File: src/rtl/vx_pkg.sv
package vx_pkg;
  typedef enum logic {PH_LOAD, PH_RUN} vx_phase_e;
endpackage

File: src/rtl/vx_coef_store.sv
module vx_coef_store #(
  parameter int IN_W = 14,
  parameter int DIM  = 4,
  localparam int RW  = (DIM > 1) ? $clog2(DIM) : 1
) (
  input  logic                     clk,
  input  logic                     wr_en,
  input  logic [RW-1:0]            wr_row,
  input  logic [RW-1:0]            wr_col,
  input  logic [IN_W-1:0]          wr_data,
  input  logic [RW-1:0]            rd_row,
  output logic [DIM-1:0][IN_W-1:0] row_q
);
  logic [IN_W-1:0] mem [DIM][DIM];

  always_ff @(posedge clk) begin
    if (wr_en) mem[wr_row][wr_col] <= wr_data;
  end

  for (genvar c = 0; c < DIM; c++) begin : g_rd
    assign row_q[c] = mem[rd_row][c];
  end
endmodule

File: src/rtl/vx_sat_mul.sv
module vx_sat_mul #(
  parameter int IN_W  = 14,
  parameter int INT_W = 16
) (
  input  logic signed [IN_W-1:0]  a,
  input  logic signed [IN_W-1:0]  t,
  output logic signed [INT_W-1:0] p
);
  localparam int PW = 2 * IN_W;
  logic signed [PW-1:0] full;
  assign full = a * t;

  if (PW > INT_W) begin : g_clip
    logic ovf;
    assign ovf = !((&full[PW-1:INT_W-1]) || !(|full[PW-1:INT_W-1]));
    assign p = !ovf ? full[INT_W-1:0]
             : (full[PW-1] ? {1'b1, {(INT_W-1){1'b0}}} : {1'b0, {(INT_W-1){1'b1}}});
    // a clamped product keeps the sign of the exact product
    always_comb begin
      if (full != '0) begin
        p_prod_sign_r6: assert (p[INT_W-1] == full[PW-1]);
      end
    end
  end else begin : g_ext
    assign p = INT_W'(full);
  end
endmodule

File: src/rtl/vx_acc_col.sv
module vx_acc_col #(
  parameter int INT_W = 16
) (
  input  logic                    clk,
  input  logic                    rst,
  input  logic                    en,
  input  logic                    first,
  input  logic signed [INT_W-1:0] p,
  output logic signed [INT_W-1:0] acc
);
  logic [INT_W:0] sum;
  logic           ovf;
  assign sum = {acc[INT_W-1], acc} + {p[INT_W-1], p};
  assign ovf = sum[INT_W] ^ sum[INT_W-1];

  always_ff @(posedge clk) begin
    if (rst)       acc <= '0;
    else if (en) begin
      if (first)   acc <= p;
      else if (ovf) acc <= {sum[INT_W], {(INT_W-1){~sum[INT_W]}}};
      else         acc <= sum[INT_W-1:0];
    end
  end

  // adding two non-negative terms never wraps to a negative sum
  p_acc_clamp_r7: assert property (@(posedge clk) disable iff (rst)
    (en && !first && !acc[INT_W-1] && !p[INT_W-1]) |=> !acc[INT_W-1]);
endmodule

File: src/rtl/vx_seq.sv
module vx_seq
  import vx_pkg::*;
#(
  parameter int DIM        = 4,
  parameter bit SHARED_MAC = 1'b0,
  localparam int RW        = (DIM > 1) ? $clog2(DIM) : 1
) (
  input  logic           clk,
  input  logic           rst,
  input  logic           in_valid,
  output logic           mat_ready,
  output logic           vec_ready,
  output logic           coef_wr,
  output logic [RW-1:0]  ld_row,
  output logic [RW-1:0]  ld_col,
  output logic [RW-1:0]  el_idx,
  output logic [DIM-1:0] col_en,
  output logic           first,
  output logic           hold_en,
  output logic           done
);
  localparam logic [RW-1:0] LAST = RW'(DIM - 1);

  vx_phase_e     phase;
  logic          busy;
  logic [RW-1:0] col;
  logic          mat_acc, vec_acc;

  assign mat_acc = mat_ready && in_valid;
  assign vec_acc = vec_ready && in_valid;
  assign coef_wr = mat_acc;
  assign hold_en = vec_acc;
  assign first   = (el_idx == '0);

  always_comb begin
    for (int c = 0; c < DIM; c++) begin
      col_en[c] = SHARED_MAC ? (busy && (col == RW'(c))) : vec_acc;
    end
  end

  always_ff @(posedge clk) begin
    if (rst) begin
      phase     <= PH_LOAD;
      mat_ready <= 1'b0;
      vec_ready <= 1'b0;
      busy      <= 1'b0;
      ld_row    <= '0;
      ld_col    <= '0;
      el_idx    <= '0;
      col       <= '0;
      done      <= 1'b0;
    end else begin
      done <= 1'b0;
      case (phase)
        PH_LOAD: begin
          mat_ready <= 1'b1;
          if (mat_acc) begin
            if (ld_col == LAST) begin
              ld_col <= '0;
              if (ld_row == LAST) begin
                phase     <= PH_RUN;
                mat_ready <= 1'b0;
              end else begin
                ld_row <= ld_row + 1'b1;
              end
            end else begin
              ld_col <= ld_col + 1'b1;
            end
          end
        end
        default: begin
          if (!SHARED_MAC) begin
            vec_ready <= 1'b1;
            if (vec_acc) begin
              el_idx <= (el_idx == LAST) ? '0 : el_idx + 1'b1;
              done   <= (el_idx == LAST);
            end
          end else if (vec_acc) begin
            vec_ready <= 1'b0;
            busy      <= 1'b1;
            col       <= '0;
          end else if (busy) begin
            if (col == LAST) begin
              busy      <= 1'b0;
              vec_ready <= 1'b1;
              col       <= '0;
              el_idx    <= (el_idx == LAST) ? '0 : el_idx + 1'b1;
              done      <= (el_idx == LAST);
            end else begin
              col <= col + 1'b1;
            end
          end else begin
            vec_ready <= 1'b1;
          end
        end
      endcase
    end
  end

  // once the run phase starts it is left only through reset
  p_run_sticky_r2: assert property (@(posedge clk) disable iff (rst)
    (phase == PH_RUN) |=> (phase == PH_RUN));

  if (SHARED_MAC) begin : g_area_chk
    // an accepted word blocks the input while the multiplier works on it
    p_word_hold_r10: assert property (@(posedge clk) disable iff (rst)
      vec_acc |=> (!vec_ready && busy));
  end else begin : g_pipe_chk
    // the pipelined variant never stalls the input in the run phase
    p_no_stall_r9: assert property (@(posedge clk) disable iff (rst)
      (phase == PH_RUN && $past(phase == PH_RUN)) |-> vec_ready);
  end
endmodule

File: src/rtl/vx_emit.sv
module vx_emit #(
  parameter int DIM   = 4,
  parameter int INT_W = 16,
  parameter int OUT_W = 14,
  localparam int CW   = (DIM > 1) ? $clog2(DIM) : 1,
  localparam int DROP = INT_W - OUT_W
) (
  input  logic                      clk,
  input  logic                      rst,
  input  logic                      load,
  input  logic [DIM-1:0][INT_W-1:0] acc_in,
  output logic                      out_valid,
  output logic [OUT_W-1:0]          out_data
);
  logic [DIM-1:0][OUT_W-1:0] narrow;
  logic [DIM-2:0][OUT_W-1:0] pend;
  logic [CW-1:0]             left;

  for (genvar c = 0; c < DIM; c++) begin : g_nar
    assign narrow[c] = acc_in[c][INT_W-1 -: OUT_W];
    if (DROP > 0) begin : g_lsb
      logic unused_lsb;
      assign unused_lsb = ^acc_in[c][DROP-1:0];
    end
  end

  always_ff @(posedge clk) begin
    if (rst) begin
      out_valid <= 1'b0;
      left      <= '0;
    end else if (load) begin
      out_data  <= narrow[0];
      for (int c = 0; c < DIM - 1; c++) pend[c] <= narrow[c+1];
      left      <= CW'(DIM - 1);
      out_valid <= 1'b1;
    end else if (left != '0) begin
      out_data  <= pend[0];
      for (int c = 0; c < DIM - 2; c++) pend[c] <= pend[c+1];
      left      <= left - 1'b1;
      out_valid <= 1'b1;
    end else begin
      out_valid <= 1'b0;
    end
  end

  // no result word appears in the first cycle after reset
  p_quiet_after_reset_r1: assert property (@(posedge clk) disable iff (rst)
    $past(rst) |-> !out_valid);
endmodule

File: src/rtl/vecmat_xform.sv
module vecmat_xform #(
  parameter int IN_W       = 14,
  parameter int INT_W      = 16,
  parameter int OUT_W      = 14,
  parameter int DIM        = 4,
  parameter bit SHARED_MAC = 1'b0
) (
  input  logic                    clk,
  input  logic                    rst,
  input  logic signed [IN_W-1:0]  in_data,
  input  logic                    in_valid,
  output logic                    mat_ready,
  output logic                    vec_ready,
  output logic signed [OUT_W-1:0] out_data,
  output logic                    out_valid
);
  localparam int RW = (DIM > 1) ? $clog2(DIM) : 1;

  logic                      coef_wr, first, hold_en, done;
  logic [RW-1:0]             ld_row, ld_col, el_idx;
  logic [DIM-1:0]            col_en;
  logic [DIM-1:0][IN_W-1:0]  row_coef;
  logic [DIM-1:0][INT_W-1:0] prod;
  logic [DIM-1:0][INT_W-1:0] acc;

  vx_seq #(.DIM(DIM), .SHARED_MAC(SHARED_MAC)) u_seq (
    .clk(clk), .rst(rst), .in_valid(in_valid),
    .mat_ready(mat_ready), .vec_ready(vec_ready),
    .coef_wr(coef_wr), .ld_row(ld_row), .ld_col(ld_col),
    .el_idx(el_idx), .col_en(col_en), .first(first),
    .hold_en(hold_en), .done(done)
  );

  vx_coef_store #(.IN_W(IN_W), .DIM(DIM)) u_store (
    .clk(clk), .wr_en(coef_wr), .wr_row(ld_row), .wr_col(ld_col),
    .wr_data(in_data), .rd_row(el_idx), .row_q(row_coef)
  );

  if (SHARED_MAC) begin : g_shared
    logic signed [IN_W-1:0]  a_hold;
    logic [IN_W-1:0]         t_sel;
    logic signed [INT_W-1:0] p_one;

    always_ff @(posedge clk) begin
      if (hold_en) a_hold <= in_data;
    end

    always_comb begin
      t_sel = '0;
      for (int c = 0; c < DIM; c++) begin
        if (col_en[c]) t_sel = t_sel | row_coef[c];
      end
    end

    vx_sat_mul #(.IN_W(IN_W), .INT_W(INT_W)) u_mul (
      .a(a_hold), .t(t_sel), .p(p_one)
    );

    for (genvar c = 0; c < DIM; c++) begin : g_fan
      assign prod[c] = p_one;
    end
  end else begin : g_pipe
    for (genvar c = 0; c < DIM; c++) begin : g_mul
      vx_sat_mul #(.IN_W(IN_W), .INT_W(INT_W)) u_mul (
        .a(in_data), .t(row_coef[c]), .p(prod[c])
      );
    end
  end

  for (genvar c = 0; c < DIM; c++) begin : g_col
    vx_acc_col #(.INT_W(INT_W)) u_acc (
      .clk(clk), .rst(rst), .en(col_en[c]), .first(first),
      .p(prod[c]), .acc(acc[c])
    );
  end

  vx_emit #(.DIM(DIM), .INT_W(INT_W), .OUT_W(OUT_W)) u_emit (
    .clk(clk), .rst(rst), .load(done), .acc_in(acc),
    .out_valid(out_valid), .out_data(out_data)
  );

  // coefficient and vector transfers are never offered together
  p_ready_excl_r3: assert property (@(posedge clk) disable iff (rst)
    !(mat_ready && vec_ready));
endmodule

File: config.mk
export PLATFORM = sky130hd
export DESIGN_NAME = vecmat_xform
export DESIGN_NICKNAME = d
export VERILOG_FILES = /design/src/rtl/vx_pkg.sv /design/src/rtl/vx_coef_store.sv /design/src/rtl/vx_sat_mul.sv /design/src/rtl/vx_acc_col.sv /design/src/rtl/vx_seq.sv /design/src/rtl/vx_emit.sv /design/src/rtl/vecmat_xform.sv
export SDC_FILE = /design/constraint.sdc
export NUM_CORES = 2
export LEC_CHECK = 0
export CORE_ASPECT_RATIO = 1.25
export CORE_MARGIN = 5
export CORE_UTILIZATION = 30
export DETAILED_ROUTE_END_ITERATION = 16
export PLACE_DENSITY = 0.5
export SYNTH_ARGS = -nofsm -noshare
export SYNTH_HDL_FRONTEND = slang
export SYNTH_SLANG_ARGS = --single-unit
File: constraint.sdc
create_clock -name clk -period 11.9 [get_ports clk]
set_clock_uncertainty 0.15 [all_clocks]
set_input_delay 1.19 -clock clk [delete_from_list [all_inputs] [get_ports clk]]
set_output_delay 1.19 -clock clk [all_outputs]
set_load 0.01 [all_outputs]
==> impl_metrics.yaml <==
setup_path:
  ff2ff_setup_slack_ns: 0.65
  critPathLaunchType: "register"
  critPathRequiredTime_ns: 12.23
  crit_end: "g_col[3].u_acc.acc[13]"
  cp_max_fo: 29
  r2r.worst_path.cells: 38
  crit_type: "reg -> reg"
  cpPeakStageDelay_ns: 0.74
  critPathMostFrequentCell: "fa_1"
  arrival_ns: 11.58
  worst_path_max_delay_cell: "mux4_2"
  r2r_end: "g_col[3].u_acc.acc[13]"
  critPathCaptureType: "register"
min_path:
  hold_class: "reg -> reg"
routing:
  routedWlPerCell_um: 18.3
  drt_wl_total_um: 130000
  ant_nets: 0
  drc: 0
  drtPass1Iterations: 7
  vias: 34197
  first_iter_violations: 1598
  viasPerCell: 4.80
placement:
  dp.cells: 7028
  gp_congestion: 0.844
  dp_hpwl_um: 103000
  io_buffers: 33
cells_and_area:
  layoutNonFillerInstCount: 7118
  num-fill-cells: 16536
  drive_above_1_share: 0.0815
  areaGrowthSynthToFinish_pct: 10.2
  layout_commonest_cell: "inv_1"
  most-common-layout-cells: "inv_1 (915), fa_1 (784), nand2_1 (464), and2_1 (397), ha_1 (342)"
  nNetsFinal: 6054
clock_network:
  cts_inserted_buffers: 44
  h-tree-depth: 2
  root_buffer: "clkbuf_16"
  clock_latency_ns: 0.60
  cts_tree: "built"
  clockBufferDepth: 3
  clkTransAtPathRegs_ns: 0.06
  clock_sinks: 359
timing:
  period_share: 0.946
  setup_viol: 0
  rsz0062_at_grt: "no"
  fin_setup_tns_ns: 0
  max-slew-margin-rel: 0.262
  layout_min_cycle_time_ns: 11.25
  finalHoldViolCount: 0
  final-max-slew-violation-count: 0
  fmax_mhz: 88.9
  tightest_slew_ns: 1.10
logic_synthesis:
  syn-mean-instance-area_um2: 9.95
  async_reset_ff_frac: 0
  yosysTopAreaCell: "fa_1"
  synth_edf_count: 280
  ys_seq_area_frac: 0.205
  yosys.cell_types.count: 94
  synth-main-ff-cell: "edfxtp_1"
  synthCells: 4899
  yosys-top-cells-area: "fa_1 (32%), edfxtp_1 (17%), ha_1 (8.8%)"
  syn_area_mm2: 0.0488
  syn_nets: 6043
  synth.yosys.warnings: 0
  synth_top_area_frac: 0.322
  ys_seq_elements: 359
global_route:
  overflow: 0
  grt_pass1_wl_um: 209000
  grt_usage: 0.154
  grt_antenna_before_repair: 5
  grt_pass1_vias: 37066
  grt_max_degree: 53
run:
  drv_cap: 0
die:
  die_area_mm2: 0.171
  start_util: 0.302
  die_h_um: 461
  design.core.area_mm2: 0.162
  pin_count: 34
  die_width_um: 371
  row_count: 165
run_status:
  status: "completed"
## flip-flops by register name, summed over array words and instances (netlist names), 2 cells and up, named ones only
register and count:
g_col.u_acc.acc 64, u_emit.left 2, u_emit.out_data 14, u_emit.pend 42, u_seq.el_idx 2, u_seq.ld_col 2, u_seq.ld_row 2, u_store.mem 224
## per-layer routing
| metal | global-route usage | share of wire | vias to the layer above |
|---|---|---|---|
| li1 | - | - | 15836 |
| met1 | 0.196 | 0.43 | 17642 |
| met2 | 0.281 | 0.51 | 562 |
| met3 | 0.0123 | 0.030 | 157 |
| met4 | 0.0414 | 0.029 | 0 |
| met5 | 0 | 0 | - |
## worst max-delay path: cells and delay by family (launching register included)
family	cells	cell delay, ns
buffers and inverters	7	0.88
multiplexers	1	0.74
adder cells (fa/ha/maj)	9	3.99
AO/OA/AOI/OAI	17	4.03
flip-flops	1	0.47
AND/OR/NAND/NOR	4	0.83
## how the worst min path moves through the flow
stage | from | to | slack [ns] | depth (start not counted)
after floorplan | g_col[3].u_acc.acc[2] | u_emit.pend[28] | 0.29 | 0
after global placement | g_col[2].u_acc.acc[0] | g_col[2].u_acc.acc[0] | 0.31 | 2
after detailed placement | g_col[2].u_acc.acc[0] | g_col[2].u_acc.acc[0] | 0.31 | 2
after CTS | g_col[3].u_acc.acc[6] | u_emit.pend[32] | 0.32 | 0
after global routing | g_col[3].u_acc.acc[8] | u_emit.pend[34] | 0.33 | 0
final | g_col[3].u_acc.acc[6] | u_emit.pend[32] | 0.31 | 0
## synthesized netlist by cell type, types with 8 or more instances
| master | instances |
|---|---|
| clkbuf_1 | 208 |
| a21oi_1 | 186 |
| a211o_1 | 8 |
| xor2_1 | 44 |
| xnor2_1 | 110 |
| edfxtp_1 | 280 |
| mux2_2 | 49 |
| o211ai_1 | 27 |
| ha_1 | 343 |
| a22o_1 | 17 |
| nor4_1 | 12 |
| a31oi_1 | 34 |
| a32o_1 | 10 |
| o21bai_1 | 22 |
| o21ai_0 | 153 |
| and2_1 | 397 |
| nand2b_1 | 37 |
| or2_2 | 33 |
| nand3_1 | 29 |
| mux2i_1 | 11 |
| or3_1 | 20 |
| o2111ai_1 | 14 |
| nand2_1 | 464 |
| a22oi_1 | 13 |
| inv_1 | 915 |
| a211oi_1 | 33 |
| a2111oi_0 | 8 |
| fa_1 | 784 |
| and3_1 | 25 |
| mux4_2 | 52 |
| nand4_1 | 18 |
| nor3_1 | 39 |
| a21o_1 | 75 |
| buf_1 | 12 |
| nor2_1 | 149 |
| dfxtp_1 | 79 |
| o21a_1 | 43 |
## logic make-up (layout without fill, tap and decap cells)
group | after synthesis | count (layout) | synth area share
AOI/OAI and AO/OA | 735 | 735 | 0.0995
xor gates and xnor gates | 154 | 154 | 0.0277
adders and majority gates | 1127 | 1127 | 0.410
buffers and inverters | 1143 | 1188 | 0.0884
DFF | 359 | 359 | 0.205
muxes | 112 | 112 | 0.0376
other | 0 | 3 | 0
and+or+nand+nor | 1269 | 1269 | 0.132
## area by class of cell
type                    instances  area, µm²  share of cell area
clock inverters                25        226             0.00422
repair buffers                192       1640              0.0305
multi-input cells            3397      34500               0.642
clock buffers                  55       1180              0.0221
well taps                    2171       2720              0.0506
inverters                     916       3440              0.0640
diodes                          3       7.51            0.000140
flip-flops and latches        359      10000               0.186
## timing repair
item | CTS | global route
endpoints found under the setup margin | 0 | 23
setup buffers | 0 | 7
hold buffers | 0 | 0
resized for setup | 0 | 4
## through the flow
| stage | hold WS, ns | utilization | setup WS, ns | area, µm² |
|---|---|---|---|---|
| after floorplan | 0.287 | - | 0.319 | 48800 |
| after global placement | 0.309 | 0.323 | 0.392 | 52200 |
| after detailed placement | 0.309 | 0.323 | 0.225 | 52200 |
| after CTS | 0.317 | 0.332 | 0.555 | 53600 |
| after global routing | 0.334 | 0.332 | 0.00289 | 53700 |
| final | 0.313 | 0.332 | 0.648 | 53700 |
Power is left out: the tool's default activity adds up to more than one toggle a clock period on the data nets, which glitch-free logic cannot reach.
